`config.mk`:
```
export PLATFORM = sky130hd
export DESIGN_NAME = efp_seq
export DESIGN_NICKNAME = d
export VERILOG_FILES = /design/src/rtl/efp_pkg.sv /design/src/rtl/efp_rst_sync.sv /design/src/rtl/efp_decode.sv /design/src/rtl/efp_addr_latch.sv /design/src/rtl/efp_fsm.sv /design/src/rtl/efp_seq.sv
export SDC_FILE = /design/constraint.sdc
export NUM_CORES = 1
export LEC_CHECK = 0
export ABC_AREA = 1
export BUFFER_PORTS_ARGS = -buffer_cell sky130_fd_sc_hd__buf_2
export CAP_MARGIN = 20
export CORE_MARGIN = 10
export CORE_UTILIZATION = 45
export CTS_BUF_LIST = sky130_fd_sc_hd__clkbuf_4 sky130_fd_sc_hd__clkbuf_8 sky130_fd_sc_hd__clkbuf_16
export CTS_CLUSTER_DIAMETER = 150
export DETAILED_ROUTE_END_ITERATION = 10
export MAX_ROUTING_LAYER = met4
export PLACE_DENSITY = 0.76
export SYNTH_ARGS = -nofsm -noshare
export SYNTH_HDL_FRONTEND = slang
export SYNTH_HIERARCHICAL = 1
export SYNTH_SLANG_ARGS = --single-unit
```
`constraint.sdc`:
```
create_clock -name clk -period 2.1 [get_ports clk]
set_input_delay 0.105 -clock clk [delete_from_list [all_inputs] [get_ports clk]]
set_output_delay 0.105 -clock clk [all_outputs]
set_load 0.005 [all_outputs]
```
`src/rtl/efp_pkg.sv`:
```
package efp_pkg;
  typedef enum logic [1:0] {
    ST_READY  = 2'd0,
    ST_SETUP  = 2'd1,
    ST_BUSY   = 2'd2,
    ST_VERIFY = 2'd3
  } efp_state_t;
endpackage

```
`src/rtl/efp_rst_sync.sv`:
```
module efp_rst_sync #(
  parameter int STAGES = 2
) (
  input  logic clk,
  input  logic rst_n,
  output logic rst_sync_n
);
  logic [STAGES-1:0] sync_q;

  always_ff @(posedge clk or negedge rst_n) begin
    if (!rst_n) sync_q <= '0;
    else        sync_q <= {sync_q[STAGES-2:0], 1'b1};
  end

  assign rst_sync_n = sync_q[STAGES-1];
endmodule

```
`src/rtl/efp_decode.sv`:
```
module efp_decode #(
  parameter int          ADDR_W       = 8,
  parameter int          DATA_W       = 16,
  parameter logic [15:0] SETUP_CODE   = 16'h0030,
  parameter logic [15:0] CONFIRM_CODE = 16'h00D0
) (
  input  logic              wr_en,
  input  logic [DATA_W-1:0] wr_data,
  input  logic [ADDR_W-1:0] blk_addr,
  input  logic [ADDR_W-1:0] home_addr,
  output logic              is_setup,
  output logic              is_confirm,
  output logic              home_hit,
  output logic              exit_req
);
  localparam logic [DATA_W-1:0] ALL_ONES = '1;
  localparam logic [DATA_W-1:0] SETUP_W   = DATA_W'(SETUP_CODE);
  localparam logic [DATA_W-1:0] CONFIRM_W = DATA_W'(CONFIRM_CODE);

  logic same_blk;

  always_comb begin
    same_blk   = (blk_addr == home_addr);
    is_setup   = wr_en && (wr_data == SETUP_W);
    is_confirm = wr_en && (wr_data == CONFIRM_W);
    home_hit   = wr_en && same_blk;
    exit_req   = wr_en && !same_blk && (wr_data == ALL_ONES);
  end
endmodule

```
`src/rtl/efp_addr_latch.sv`:
```
module efp_addr_latch #(
  parameter int ADDR_W = 8
) (
  input  logic              clk,
  input  logic              rst_n,
  input  logic              cap_en,
  input  logic [ADDR_W-1:0] addr_in,
  output logic [ADDR_W-1:0] addr_q
);
  always_ff @(posedge clk or negedge rst_n) begin
    if (!rst_n)      addr_q <= '0;
    else if (cap_en) addr_q <= addr_in;
  end
endmodule

```
`src/rtl/efp_fsm.sv`:
```
module efp_fsm
  import efp_pkg::*;
(
  input  logic       clk,
  input  logic       rst_n,
  input  logic       wr_en,
  input  logic       sr0,
  input  logic       pec_done,
  input  logic       is_setup,
  input  logic       is_confirm,
  input  logic       home_hit,
  input  logic       exit_req,
  output efp_state_t state_q,
  output logic       cap_en,
  output logic       load_en,
  output logic       dv_q,
  output logic       exit_q,
  output logic       err_q
);
  efp_state_t state_n;
  logic       exit_n;
  logic       err_n;

  always_comb begin
    state_n = state_q;
    exit_n  = exit_q;
    err_n   = err_q;
    cap_en  = 1'b0;
    load_en = 1'b0;
    unique case (state_q)
      ST_READY: begin
        exit_n = 1'b0;
        if (is_setup) begin
          if (sr0) begin
            err_n = 1'b1;
          end else begin
            err_n   = 1'b0;
            cap_en  = 1'b1;
            state_n = ST_SETUP;
          end
        end
      end
      ST_SETUP: begin
        exit_n = 1'b0;
        if (wr_en) begin
          if (is_confirm) begin
            state_n = ST_BUSY;
          end else begin
            state_n = ST_READY;
            err_n   = 1'b1;
          end
        end
      end
      ST_BUSY: begin
        load_en = home_hit;
        if (exit_req) exit_n = 1'b1;
        if (pec_done) state_n = ST_VERIFY;
      end
      ST_VERIFY: begin
        load_en = home_hit;
        if (home_hit) begin
          state_n = ST_BUSY;
        end else if (pec_done && (exit_q || exit_req)) begin
          state_n = ST_READY;
          exit_n  = 1'b0;
        end else if (exit_req) begin
          exit_n = 1'b1;
        end
      end
      default: state_n = ST_READY;
    endcase
  end

  always_ff @(posedge clk or negedge rst_n) begin
    if (!rst_n) begin
      state_q <= ST_READY;
      exit_q  <= 1'b0;
      err_q   <= 1'b0;
      dv_q    <= 1'b0;
    end else begin
      state_q <= state_n;
      exit_q  <= exit_n;
      err_q   <= err_n;
      dv_q    <= load_en;
    end
  end
endmodule

```
`src/rtl/efp_seq.sv`:
```
module efp_seq
  import efp_pkg::*;
#(
  parameter int          ADDR_W       = 8,
  parameter int          DATA_W       = 16,
  parameter logic [15:0] SETUP_CODE   = 16'h0030,
  parameter logic [15:0] CONFIRM_CODE = 16'h00D0
) (
  input  logic              clk,
  input  logic              rst_n,
  input  logic              wr_en,
  input  logic [DATA_W-1:0] wr_data,
  input  logic [ADDR_W-1:0] blk_addr,
  input  logic              sr0,
  input  logic              pec_done,
  output logic [1:0]        state_o,
  output logic              dv_o,
  output logic [DATA_W-1:0] pdata_o,
  output logic              exit_o,
  output logic              err_o
);
  logic              rst_sync_n;
  logic [ADDR_W-1:0] home_addr;
  logic              is_setup, is_confirm, home_hit, exit_req;
  logic              cap_en, load_en;
  efp_state_t        state_q;
  logic [DATA_W-1:0] pdata_q;

  efp_rst_sync #(.STAGES(2)) u_rst (
    .clk(clk), .rst_n(rst_n), .rst_sync_n(rst_sync_n)
  );

  efp_decode #(
    .ADDR_W(ADDR_W), .DATA_W(DATA_W),
    .SETUP_CODE(SETUP_CODE), .CONFIRM_CODE(CONFIRM_CODE)
  ) u_dec (
    .wr_en(wr_en), .wr_data(wr_data), .blk_addr(blk_addr),
    .home_addr(home_addr), .is_setup(is_setup), .is_confirm(is_confirm),
    .home_hit(home_hit), .exit_req(exit_req)
  );

  efp_addr_latch #(.ADDR_W(ADDR_W)) u_home (
    .clk(clk), .rst_n(rst_sync_n), .cap_en(cap_en),
    .addr_in(blk_addr), .addr_q(home_addr)
  );

  efp_fsm u_fsm (
    .clk(clk), .rst_n(rst_sync_n), .wr_en(wr_en), .sr0(sr0),
    .pec_done(pec_done), .is_setup(is_setup), .is_confirm(is_confirm),
    .home_hit(home_hit), .exit_req(exit_req), .state_q(state_q),
    .cap_en(cap_en), .load_en(load_en), .dv_q(dv_o),
    .exit_q(exit_o), .err_q(err_o)
  );

  always_ff @(posedge clk or negedge rst_sync_n) begin
    if (!rst_sync_n)  pdata_q <= '0;
    else if (load_en) pdata_q <= wr_data;
  end

  assign pdata_o = pdata_q;
  assign state_o = state_q;
endmodule

```
==> impl_metrics.toml <==
[run_status]
status = "complete, no violations"

[clock_network]
clock_latency_ps = 280
cts.clk_slew.worst_paths_ps = 60
htree_levels = 2
cts.path.max_buffers = 2
postCtsSetupRepairBufs = 0
numCtsBuffers = 5
cts-root-buf = "clkbuf_8"
cts_tree = "done"
cts.sinks = 31

[die]
initial_core_util = 0.472
core_mm2 = 0.00369
fp.dieW_um = 82.2
die_y_um = 82.2
pin_count = 50
rows = 22
die-area_mm2 = 0.00676

[timing]
fin_tns_setup_ps = 0
setup_viol = 0
finClkSkew_ps = 4.37
hold_violations = 0
finalCritPeriodShare = 0.831
setup_ws_ps = 356
timing.fmax_mhz = 573
finalCriticalPeriod_ps = 1740
rsz0062_at_grt = "false"
slew_violations = 0

[placement]
post-place-ws_ps = 357
io_buffers = 49
gp_congestion = 0.851
place_hpwl_mm = 3.23

[power_and_ir_drop]
power_mw = 1.31
cellPowerDensity_mw_per_mm2 = 624
power_leakage_nw = 1.23
vdd_drop_max_mv = 0.307

[global_route]
grt_first_pass_wirelength_mm = 6.82
use_met2 = 0.208
grt_use_total = 0.133
grt_pass1_vias = 1547
antenna_found_initial = 0
top_usage_layer = "met2"
grt_start_max_net_pins = 21
grt_overflow = 0
met3_usage = 0.0475
grt_util_met1 = 0.152

[worst_hold_path]
hp-start = "wr_data[4]"
hold_path.class = "input port to flip-flop"
hold_end = "pdata_o[4]$_DFFE_PN0P_"
hold_path_depth = 3

[yosys]
synth_seq_cells = 31
yosysTopAreaCell = "dfrtp_1"
yosysMostFrequentCell = "nand2_1"
synthTopCellsByArea = "dfrtp_1, nand2_1, inv_1, nor2_1, buf_6"
ys_types = 26
syn_area_mm2 = 0.00174
synth_nets = 273
synth_area_per_cell_um2 = 7.13
synthArstFlopShare = 1.00
synthFlopType = "dfrtp_1"
synth_enable_flop_cells = 0
ys_seq_area_frac = 0.446
ys.warnings.count = 6
syn-instance-count = 244
yosysTopAreaCellShare = 0.446
synth_commonest_cells = "nand2_1, dfrtp_1, inv_1"

[routing]
avgViaCountPerCell = 4.63
vias = 1610
wirelength_mm = 4.10
wire_per_inst_um = 11.8
drc = 0
antenna_left = 0
drt_iter0_drc = 64
firstDrtPassIters = 4

[final_layout]
n_antenna_cell = 0
drive_gt1_frac = 0.273
regArea_um2 = 776
multi_input_area_um2 = 767
areaGrowthSynthToFinish_pct = 20.6
fill_cells = 380
final_nets = 328

[critical_path]
critPathCaptureType = "flip-flop"
cp_cell_sequence = "inv_1 > nand2_1 > nand2_1 > clkinv_1 > nand2_1 > nor2_1 > nand2_1 > nor2_1 > nand2_1 > clkinv_1 > buf_4 > nand2_1 > nand2_1"
worstReg2RegEnd = "pdata_o[14]$_DFFE_PN0P_"
rr_startpoint = "u_home/addr_q[6]$_DFFE_PN0P_"
path_class = "flip-flop to flip-flop"
cp_slowest_stage_delay_ps = 380
worst-r2r-setup-slack_ps = 360
required_ps = 2280
r2r_cells = 13
crit_slowest_cell = "dfrtp_1"
cp-start-kind = "flip-flop"
worst_ep_arrival_time_ps = 1920
cpMostUsedCell = "nand2_1"
crit_path_max_fanout = 12

[job]
drv_cap = 0
==> worst max path at each step <==
stage | start | endpoint | slack [ps] | cells after the start
after detailed placement | u_home/addr_q[6]$_DFFE_PN0P_ | pdata_o[14]$_DFFE_PN0P_ | 360 | 13
after global routing | u_home/addr_q[3]$_DFFE_PN0P_ | pdata_o[12]$_DFFE_PN0P_ | 140 | 12
after floorplan | u_home/addr_q[2]$_DFFE_PN0P_ | pdata_o[10]$_DFFE_PN0P_ | 570 | 12
after global placement | u_home/addr_q[5]$_DFFE_PN0P_ | pdata_o[14]$_DFFE_PN0P_ | 420 | 13
after CTS | u_home/addr_q[6]$_DFFE_PN0P_ | pdata_o[14]$_DFFE_PN0P_ | 350 | 13
final | u_home/addr_q[6]$_DFFE_PN0P_ | pdata_o[14]$_DFFE_PN0P_ | 360 | 13
==> worst max-delay path: cells and delay by family, from the launching register on <==
kind,cells,cell delay [ps]
buffers and inverters,4,730
and+or+nand+nor,9,530
DFF,1,380
==> what timing repair did <==
action / 4_1_cts / 5_1_grt
hold buffers: 1 / 0
resized for setup: 0 / 0
hold endpoints to repair: 2 / 0
==> final cells by class <==
cell class | count | area share
clock buffer | 7 | 0.0400
clock inverter | 1 | 0.00239
inverter | 31 | 0.0578
multi-input combinational | 176 | 0.366
sequential | 31 | 0.370
tap | 48 | 0.0286
timing repair buffer | 54 | 0.136
==> state kept, by name, summed over array words and instances (netlist names) <==
| name | count |
|---|---|
| pdata_o | 16 |
| u_fsm/state_q | 2 |
| u_fsm/err_q | 1 |
| u_fsm/exit_q | 1 |
| u_rst/sync_q | 2 |
| u_fsm/dv_q | 1 |
| u_home/addr_q | 8 |
==> layout by cell type (no fill, tap or decap) <==
cell type,n
o21ai_0,1
a21oi_1,3
nor4_4,1
nor2_1,22
nor2_2,2
nand2_2,7
inv_1,23
nor4_1,1
nand3_2,1
nand4_1,2
inv_6,1
clkinv_1,2
o21ai_1,1
a21oi_2,1
dfrtp_1,31
nand3b_2,1
nand2_1,121
buf_4,4
clkbuf_4,2
clkinv_2,1
dlygate4sd3_1,1
nand3_1,7
xnor2_1,1
nor3b_1,1
conb_1,1
clkbuf_8,5
buf_2,49
inv_2,5
nor2_4,1
nor4_2,1
==> metrics by stage <==
stage | hold slack [ps] | instance area [um2] | util | std cells
2_1_floorplan | -191 | 1740 | - | 244
3_3_place_gp | -108 | 2000 | 0.542 | 339
3_5_place_dp | -109 | 2000 | 0.542 | 339
4_1_cts | 39.1 | 2100 | 0.569 | 348
5_1_grt | 45.9 | 2100 | 0.569 | 348
6_report | 50.8 | 2100 | 0.569 | 348
==> report_power, final <==
group          total (mW)  leakage (nW)  switching (mW)  internal, mW
clock               0.467        0.0491           0.209         0.258
sequential          0.653         0.422          0.0445         0.609
combinational       0.190         0.761           0.110        0.0795
==> cells by family (layout without fill, tap and decap cells) <==
group / count (synthesis) / in the layout / synth area share
AOI/OAI and AO/OA: 6 / 6 / 0.0194
xor gates and xnor gates: 1 / 1 / 0.00503
buffers and inverters: 37 / 93 / 0.114
DFF: 31 / 31 / 0.446
other: 1 / 1 / 0.00215
and+or+nand+nor: 168 / 168 / 0.414
==> routing by layer <==
metal | routed length, um | part of all wire | vias to the layer above
li1 | - | - | 837
met3 | 435 | 0.11 | 6
met2 | 1870 | 0.46 | 45
met1 | 1730 | 0.42 | 722
met4 | 68 | 0.017 | 0
met5 | 0 | 0 | -
Note: power is estimated with default switching activity, not from simulation.
